File: config.mk
export PLATFORM = sky130hd
export DESIGN_NAME = hb_interp4x
export DESIGN_NICKNAME = d
export VERILOG_FILES = /design/src/rtl/interp_pkg.sv /design/src/rtl/hb_stage.sv /design/src/rtl/lat_pad.sv /design/src/rtl/hb_interp4x.sv
export SDC_FILE = /design/constraint.sdc
export NUM_CORES = 2
export LEC_CHECK = 0
export BUFFER_PORTS_ARGS = -buffer_cell sky130_fd_sc_hd__buf_2
export CORE_UTILIZATION = 45
export DETAILED_ROUTE_END_ITERATION = 10
export PLACE_DENSITY = 0.63
export SYNTH_ARGS = -nofsm -noshare
export SYNTH_HDL_FRONTEND = slang
export SYNTH_SLANG_ARGS = --single-unit
File: constraint.sdc
create_clock -name clk -period 7.6 [get_ports clk]
set_input_delay 0.76 -clock clk [delete_from_list [all_inputs] [get_ports clk]]
set_output_delay 0.76 -clock clk [all_outputs]
set_load 0.005 [all_outputs]
File: src/rtl/interp_pkg.sv
package interp_pkg;

  // Position of the 4x clock inside one input word period.
  typedef enum logic [1:0] {
    PH_CAPTURE = 2'd0,
    PH_S1_EVEN = 2'd1,
    PH_MIDDLE  = 2'd2,
    PH_S1_ODD  = 2'd3
  } phase_t;

  // First stage: odd phase of a halfband, scaled by 2^8.
  localparam int S1_TAPS  = 6;
  localparam int S1_SHIFT = 8;
  localparam int S1_COEF [S1_TAPS] = '{3, -25, 150, 150, -25, 3};

  // Second stage: odd phase of a halfband, scaled by 2^4.
  localparam int S2_TAPS  = 4;
  localparam int S2_SHIFT = 4;
  localparam int S2_COEF [S2_TAPS] = '{-1, 9, 9, -1};

  // Accumulator headroom above the data width.
  localparam int GUARD_BITS = 10;

endpackage

File: src/rtl/hb_stage.sv
module hb_stage #(
  parameter int DW    = 14,
  parameter int TAPS  = 4,
  parameter int SHIFT = 4,
  parameter int GUARD = 10,
  parameter int COEF [TAPS] = '{-1, 9, 9, -1}
) (
  input  logic                 clk,
  input  logic                 rst_n,
  input  logic                 shift_en,
  input  logic                 even_ld,
  input  logic                 odd_ld,
  input  logic signed [DW-1:0] din,
  output logic signed [DW-1:0] dout
);

  localparam int ACC_W  = DW + GUARD;
  localparam int CENTRE = TAPS / 2;
  localparam int HALF_I = 1 << (SHIFT - 1);
  localparam int MAX_I  = (1 << (DW - 1)) - 1;
  localparam int MIN_I  = -(1 << (DW - 1));

  logic signed [DW-1:0]    tap_q [TAPS];
  logic signed [DW-1:0]    tap_d [TAPS];
  logic signed [ACC_W-1:0] acc;
  logic signed [ACC_W-1:0] scaled;
  logic signed [DW-1:0]    odd_val;
  logic signed [DW-1:0]    y_q;
  logic signed [DW-1:0]    y_d;

  // Delay line next state
  always_comb begin
    for (int k = 0; k < TAPS; k++) tap_d[k] = tap_q[k];
    if (shift_en) begin
      tap_d[0] = din;
      for (int k = 1; k < TAPS; k++) tap_d[k] = tap_q[k-1];
    end
  end

  // Symmetric odd-phase sum, round to nearest, clamp
  always_comb begin
    acc = '0;
    for (int k = 0; k < TAPS; k++) begin
      acc = acc + ACC_W'(COEF[k]) * ACC_W'(tap_q[k]);
    end
    scaled = (acc + ACC_W'(HALF_I)) >>> SHIFT;
    if (scaled > ACC_W'(MAX_I))      odd_val = DW'(MAX_I);
    else if (scaled < ACC_W'(MIN_I)) odd_val = DW'(MIN_I);
    else                             odd_val = DW'(scaled);
  end

  // Output phase select
  always_comb begin
    y_d = y_q;
    if (even_ld)     y_d = tap_q[CENTRE];
    else if (odd_ld) y_d = odd_val;
  end

  always_ff @(posedge clk or negedge rst_n) begin
    if (!rst_n) begin
      for (int k = 0; k < TAPS; k++) tap_q[k] <= '0;
      y_q <= '0;
    end else begin
      for (int k = 0; k < TAPS; k++) tap_q[k] <= tap_d[k];
      y_q <= y_d;
    end
  end

  assign dout = y_q;

endmodule

File: src/rtl/lat_pad.sv
module lat_pad #(
  parameter int DW    = 14,
  parameter int DEPTH = 76
) (
  input  logic                 clk,
  input  logic                 rst_n,
  input  logic signed [DW-1:0] din,
  output logic signed [DW-1:0] dout
);

  logic signed [DW-1:0] pipe_q [DEPTH];
  logic signed [DW-1:0] pipe_d [DEPTH];

  always_comb begin
    pipe_d[0] = din;
    for (int k = 1; k < DEPTH; k++) pipe_d[k] = pipe_q[k-1];
  end

  always_ff @(posedge clk or negedge rst_n) begin
    if (!rst_n) begin
      for (int k = 0; k < DEPTH; k++) pipe_q[k] <= '0;
    end else begin
      for (int k = 0; k < DEPTH; k++) pipe_q[k] <= pipe_d[k];
    end
  end

  assign dout = pipe_q[DEPTH-1];

endmodule

File: src/rtl/hb_interp4x.sv
module hb_interp4x #(
  parameter int DW      = 14,
  parameter int LATENCY = 95
) (
  input  logic                 clk,
  input  logic                 rst_n,
  input  logic signed [DW-1:0] din,
  output logic                 word_strobe,
  output logic signed [DW-1:0] dout
);
  import interp_pkg::*;

  // Centre-path delay through the two stages: stage 1 centre tap after
  // S1_TAPS/2 words, one register, one shift into stage 2, S2_TAPS/2
  // half-words to its centre tap, one output register.
  localparam int INTRINSIC = 2 * S1_TAPS + S2_TAPS + 3;
  localparam int PAD       = LATENCY - INTRINSIC;

  phase_t ph_q;
  phase_t ph_d;

  logic en_capture;
  logic s1_even;
  logic s1_odd;
  logic s2_shift;
  logic s2_even;
  logic s2_odd;

  logic signed [DW-1:0] s1_out;
  logic signed [DW-1:0] s2_out;

  // Phase counter
  always_comb begin
    ph_d = phase_t'(ph_q + 2'd1);
  end

  always_ff @(posedge clk or negedge rst_n) begin
    if (!rst_n) ph_q <= PH_CAPTURE;
    else        ph_q <= ph_d;
  end

  // Clock enables
  always_comb begin
    en_capture = (ph_q == PH_CAPTURE);
    s1_even    = (ph_q == PH_S1_EVEN);
    s1_odd     = (ph_q == PH_S1_ODD);
    s2_shift   = ~ph_q[0];
    s2_even    =  ph_q[0];
    s2_odd     = ~ph_q[0];
  end

  assign word_strobe = en_capture;

  hb_stage #(
    .DW(DW), .TAPS(S1_TAPS), .SHIFT(S1_SHIFT), .GUARD(GUARD_BITS), .COEF(S1_COEF)
  ) u_stage1 (
    .clk(clk), .rst_n(rst_n),
    .shift_en(en_capture), .even_ld(s1_even), .odd_ld(s1_odd),
    .din(din), .dout(s1_out)
  );

  hb_stage #(
    .DW(DW), .TAPS(S2_TAPS), .SHIFT(S2_SHIFT), .GUARD(GUARD_BITS), .COEF(S2_COEF)
  ) u_stage2 (
    .clk(clk), .rst_n(rst_n),
    .shift_en(s2_shift), .even_ld(s2_even), .odd_ld(s2_odd),
    .din(s1_out), .dout(s2_out)
  );

  lat_pad #(.DW(DW), .DEPTH(PAD)) u_pad (
    .clk(clk), .rst_n(rst_n), .din(s2_out), .dout(dout)
  );

endmodule

# Word level (Yosys, flattened, before mapping)
# Index checks and enable logic that the tools add are counted.
[totals]
out_inout_bits = 15
in_bits = 16
reg_bits = 1234
word_cells = 125
[classes]
n_reduce_logical = 2
muxes = 7
n_addsub = 13
eq_ne = 2
multipliers = 8
magnitude_cmp = 4
[op_table]
columns = ["cell", "count"]
rows = [
  ["adder 24 bit", 8],
  ["2-to-1 mux 14 bit", 7],
  ["negation 14 -> 24 bit", 2],
  ["multiplier 8 x 14 -> 22 bit, first input constant", 2],
  ["multiplier 6 x 14 -> 20 bit, first input constant", 2],
  ["multiplier 5 x 14 -> 19 bit, first input constant", 2],
  ["multiplier 3 x 14 -> 17 bit, first input constant", 2],
  ["adder 24 x 5 -> 24 bit, second input constant", 1],
  ["adder 24 x 9 -> 24 bit, second input constant", 1],
  ["> comparator 20 x 14 -> 1 bit, second input constant", 1],
  ["< comparator 20 x 14 -> 1 bit, second input constant", 1],
  ["> comparator 16 x 14 -> 1 bit, second input constant", 1],
  ["< comparator 16 x 14 -> 1 bit, second input constant", 1],
  ["adder 2 x 1 -> 2 bit, second input constant", 1],
  ["== test 2 x 1 -> 1 bit, second input constant", 1],
  ["== test 2 bit, second input constant", 1],
  ["logical NOT 2 bit", 1],
  ["nonzero test 2 bit", 1],
]

# Logic depth before layout (Yosys ltp)
[logic_depth]
word_depth = 12
depth_mapped = 33
ltp_nobuf = 33

# Cells and area by module
# From an unflattened synthesis, not the netlist that was laid out.
[hier_totals]
hier_cells = 3215
hier_area_um2 = 48211.2
[by_module_without_submodules]
columns = ["module", "area_each_um2", "cells_per_inst", "instances", "seq_area_each_um2"]
rows = [
  ["lat_pad", 26625.5, 1064, 1, 26625.5],
  ["hb_stage (u_stage1)", 14905.5, 1462, 1, 2452.4],
  ["hb_stage (u_stage2)", 6585.1, 682, 1, 1751.7],
  ["hb_interp4x", 95.1, 7, 1, 50.0],
]

# Least setup slack after synthesis
# Ideal clock, no wire load.
[synth_path]
path_kind = "register -> register"
startpoint = "reg u_stage1.tap_q[18] (netlist name)"
endpoint = "reg u_stage1.y_q[12], in the netlist u_stage1.dout[12]"
path_slack_ps = -509
setup_time_ps = 124
stages_incl_launch_ff = 29
n_path_buf = 0
required_time_ps = 7476
period_less_slack_ps = 8109
t_arrival_ps = 7985
cell_sequence = "dfrtp_1 -> fa_1 -> fa_1 -> fa_1 -> ha_1 -> ha_1 -> a21o_1 -> a21oi_1 -> o21ai_0 -> a211oi_1 -> nor3_1 -> a2111oi_0 -> o21bai_1 -> xor2_1 -> fa_1 -> fa_1 -> inv_1 -> fa_1 -> inv_1 -> ha_1 -> ha_1 -> and2_1 -> nand2_1 -> a211o_1 -> o21a_1 -> o211ai_1 -> o21ai_2 -> and2b_4 -> a211o_1"
[synth_between]
elab_chain_len = 9
elab_cells_between_ends = 10
classes_between = "add/sub: 3; mul: 1; order compare: 2; mux: 4"
[synth_lines]
columns = ["item", "line_no", "text"]
rows = [
  ["from (decl)", "hb_stage.sv:23", "logic signed [DW-1:0] tap_q [TAPS];"],
  ["multiplier 6 x 14 -> 20 bit (*)", "hb_stage.sv:44", "acc = acc + ACC_W'(COEF[k]) * ACC_W'(tap_q[k]);"],
  ["adder 24 bit (*) (2 in a row)", "hb_stage.sv:44", ""],
  ["adder 24 x 9 -> 24 bit (*)", "hb_stage.sv:46", "scaled = (acc + ACC_W'(HALF_I)) >>> SHIFT;"],
  ["< comparator 16 x 14 -> 1 bit", "hb_stage.sv:48", "else if (scaled < ACC_W'(MIN_I)) odd_val = DW'(MIN_I);"],
  ["2-to-1 mux 14 bit", "hb_stage.sv:48", ""],
  ["2-to-1 mux 14 bit (*)", "hb_stage.sv:47", "if (scaled > ACC_W'(MAX_I)) odd_val = DW'(MAX_I);"],
  ["2-to-1 mux 14 bit (*)", "hb_stage.sv:56", "else if (odd_ld) y_d = odd_val;"],
  ["2-to-1 mux 14 bit (*)", "hb_stage.sv:55", "if (even_ld) y_d = tap_q[CENTRE];"],
  ["to (signal assigned)", "hb_stage.sv:65", "y_q <= y_d;"],
  ["to (decl)", "hb_stage.sv:28", "logic signed [DW-1:0] y_q;"],
]
# Mark *: on every way between the ends. The rest lies on a longest branch, timed or not. The select of a mux whose other input is x is not followed.
# A chain may end at the register's enable or synchronous reset.

# Worst setup path after layout
[layout_path]
startpoint = "reg u_stage1.tap_q[18] (netlist name)"
endpoint = "reg u_stage1.y_q[10], in the netlist u_stage1.dout[10]"
# The elaborated chain is that of the path after synthesis.

==> results by group <==
Final layout
  – Fraction of layout cells with a size suffix above 1: 17.7%
  – Core Util, Final: 53.1%
  – Antenna Cells: 0
  – Layout filler cell count: 8584
  – Fin cells: 5008
  – NumNets Final: 4166
  – Final instance area: 56300 sq um
  – Area growth syn-to-layout: 16.2%

Yosys
  – Compound-Gate Fraction of Synth Area: 5.25%
  – Avg Inst Size Synth: 15.1 sq um
  – Syn nets: 3834
  – Largest family of logic cells by synthesized area: adder cells
  – Sequential cell area fraction in the yosys report: 63.8%
  – Cell area after synthesis: 48400 sq um
  – Mapped Cells: 3199
  – Mux cell area share after synthesis: 2.60%
  – Post-synth EDFFs: 0
  – Most used DFF post-synth: dfrtp_1
  – Post-synthesis xor/xnor area fraction: 2.62%
  – Synth Register Bits: 1234
  – Synth async-reset ratio: 100%
  – Cell variety after synth: 74
  – Syn. warnings: 0
  – Simple-Gate Fraction of Synth Area: 3.04%
  – Post-Synth Adder-Cell Area: 19.5%

Die
  – Initial Utilization: 45.7%
  – I/O pin count: 31
  – Die area: 109000 sq um
  – DIE WIDTH: 330 microns
  – Row Count: 119
  – Die Y-Extent: 330 microns
  – Core box area: 106000 sq um

Setup path
  – CP Max Fanout: 5
  – Arrival time worst endpoint: 8.38 ns
  – CP max stage cell: fa_1
  – CP endpoint kind: register
  – Setup CP Type: register to register
  – Required time worst endpoint: 8.18 ns
  – Max stage delay on crit path: 0.56 ns
  – Cell mode on critical path: fa_1
  – Startpoint Class: register

Placement
  – Global placer's final weighted congestion: 0.848
  – Area after DPL: 51900 sq um
  – Post-place setup slack: -0.445 ns
  – I/O Buffers: 30
  – Hpwl dp: 52900 microns
  – Placed insts: 4792

Clock tree
  – Clock Sinks: 1234
  – Largest buffer count on any clock path: 3
  – Total CTS buffers: 116
  – CTS tree: built
  – Clk slew on worst S/H paths: 0.06 ns
  – # H-tree levels: 3
  – Root buffer cell: clkbuf_16
  – Clk_lat worst skew: 0.71 ns

Global routing
  – Initial antenna violation count: 0
  – First-pass GRT wire length: 135000 microns
  – Grt ovf: 0
  – Total track usage: 15.8%
  – Largest net degree at the start of global routing: 208
  – Number of global-route vias before repair: 25200

STA
  – RSZ-0062 raised after global routing: true
  – Max Fclk: 0.128 GHz
  – Slew Limit Fails: 0
  – Slew @ Worst Pin: 1.10 ns
  – Slew Limit Headroom: 26.4%
  – Final setup violation count: 14
  – Final Cycle Share: 103%
  – Fin crit period: 7.80 ns
  – Setup slack after layout: -0.199 ns
  – Hold Vio Cnt, Final: 0
  – Worst Skew: 0.0638 ns

Outcome
  – Failing checks: setup timing
  – Outcome: finished with violations

Detailed routing
  – Detailed Route WL: 81000 microns
  – Via Count: 23800
  – Wire length per cell: 16.2 microns
  – Antenna-violating nets left: 0
  – Vias per inst: 4.75
  – Post-route DRC: 0
  – Violation count after the first detailed-route iteration: 1119
  – TritonRoute pass-1 iters: 5

Worst hold path
  – Hold Path Class: input pin to async pin

Run
  – Max cap viols: 0
-- cell usage after synthesis, types with 5 or more instances --
library cell,n,area (sq um)
nor3_1,26,130
and2_1,10,62.6
inv_1,379,1420
a2bb2oi_1,7,61.3
nand2b_1,14,87.6
buf_1,5,18.8
fa_1,227,4540
a211oi_1,12,90.1
a22o_1,5,43.8
or2_2,8,50.1
ha_1,392,4900
mux2_2,110,1240
a21oi_1,83,415
xnor2_1,92,806
nor2_1,70,263
a21o_1,43,323
nand3_1,29,145
nand2_1,90,338
o22ai_1,9,56.3
nor2b_1,12,75.1
a221o_1,7,70.1
and3_1,23,144
clkbuf_1,23,86.3
o211a_1,7,70.1
o21bai_1,24,180
dfrtp_1,1234,30900
o21a_1,7,52.6
or3_1,9,56.3
o21ai_0,88,440
a21boi_0,5,37.5
xor2_1,53,464
o211ai_1,15,113
a211o_1,10,87.6
-- logic make-up after synthesis --
family | Yosys count
AO/OA/AOI/OAI | 373
multiplexers | 112
buffers and inverters | 410
adder cells (fa/ha/maj) | 619
AND/OR/NAND/NOR | 306
XOR/XNOR | 145
flip-flops | 1234
-- metrics by stage --
step	setup TNS, ns	hold slack [ns]
3_5_place_dp	-4.68	0.335
6_report	-1.92	0.107
4_1_cts	-2.81	0.0875
2_1_floorplan	0	0.331
5_1_grt	-6.84	0.130
3_3_place_gp	-3.56	0.331
-- sequential cells by signal (all words and copies together) (netlist names) --
name and count:
ph_q 2, u_pad.dout 14, u_pad.pipe_d 1050, u_stage1.dout 14
u_stage1.tap_q 84, u_stage2.dout 14, u_stage2.tap_q 56
-- final timing paths --
| kind | from | cells past startpoint | to | slack [ns] |
|---|---|---|---|---|
| max | u_stage1.tap_q[18] | 29 | u_stage1.dout[10] | -0.20 |
| min reg2reg | u_pad.pipe_d[861] | 0 | u_pad.pipe_d[847] | 0.28 |
| max in group asynchronous | rst_n | 3 | u_pad.pipe_d[628] | 5.59 |
| min in group clk | u_pad.pipe_d[861] | 0 | u_pad.pipe_d[847] | 0.28 |
| max reg2reg | u_stage1.tap_q[18] | 29 | u_stage1.dout[10] | -0.20 |
| min | rst_n | 1 | u_pad.pipe_d[31] | 0.11 |
-- cell type report --
type	instances	area [sq um]	share of cell area (%)
multi-input cells	1555	16500	29.4
well taps	1391	1740	3.09
inverters	381	1430	2.55
flip-flops and latches	1234	30900	54.9
clock inverters	43	546	0.970
repair buffers	243	1850	3.28
clock buffers	161	3270	5.82
-- what timing repair did --
item / 4_1_cts / 5_1_grt
buffers inserted: 3 / 10
resized for setup: 25 / 53
pin swaps: 29 / 51
endpoints found under the setup margin: 14 / 20
gates cloned: 0 / 0
hold buffers: 0 / 0
-- worst max-delay path, delay by kind of cell, from the launching register on --
family	cells	cell delay [ns]
adder cells (fa/ha/maj)	10	4.03
AO/OA/AOI/OAI	11	2.33
AND/OR/NAND/NOR	4	0.47
flip-flops	1	0.40
buffers and inverters	3	0.29
XOR/XNOR	1	0.17
-- metal layers --
layer | global-route usage [%] | vias up | wire length (microns)
li1 | - | 11100 | -
met1 | 23.0 | 12200 | 39000
met2 | 24.4 | 255 | 37500
met3 | 2.56 | 136 | 2480
met4 | 4.75 | 0 | 2010
met5 | 0 | - | 0
-- placed cells by master (no fill, tap or decap), types with 11 or more instances in the layout --
cell type / Yosys / routed
xor2_1: 53 / 50
a21o_1: 43 / 43
a21oi_1: 83 / 63
dfrtp_1: 1234 / 1233
buf_4: 0 / 205
o211ai_1: 15 / 15
o21bai_1: 24 / 23
a211oi_1: 12 / 11
clkbuf_8: 0 / 20
buf_2: 0 / 29
nand3_1: 29 / 27
ha_4: 0 / 20
clkbuf_16: 0 / 116
and3_1: 23 / 23
inv_1: 379 / 374
a21oi_2: 0 / 18
clkinv_2: 0 / 19
fa_1: 227 / 226
nor2_1: 70 / 68
clkbuf_1: 23 / 25
xnor2_1: 92 / 87
nor3_1: 26 / 26
nand2_1: 90 / 90
nand2b_1: 14 / 14
mux2_2: 110 / 110
ha_1: 392 / 372
o21ai_0: 88 / 80
Power is left out: the tool's default activity adds up to more than one toggle a clock period on the data nets, which glitch-free logic cannot reach.
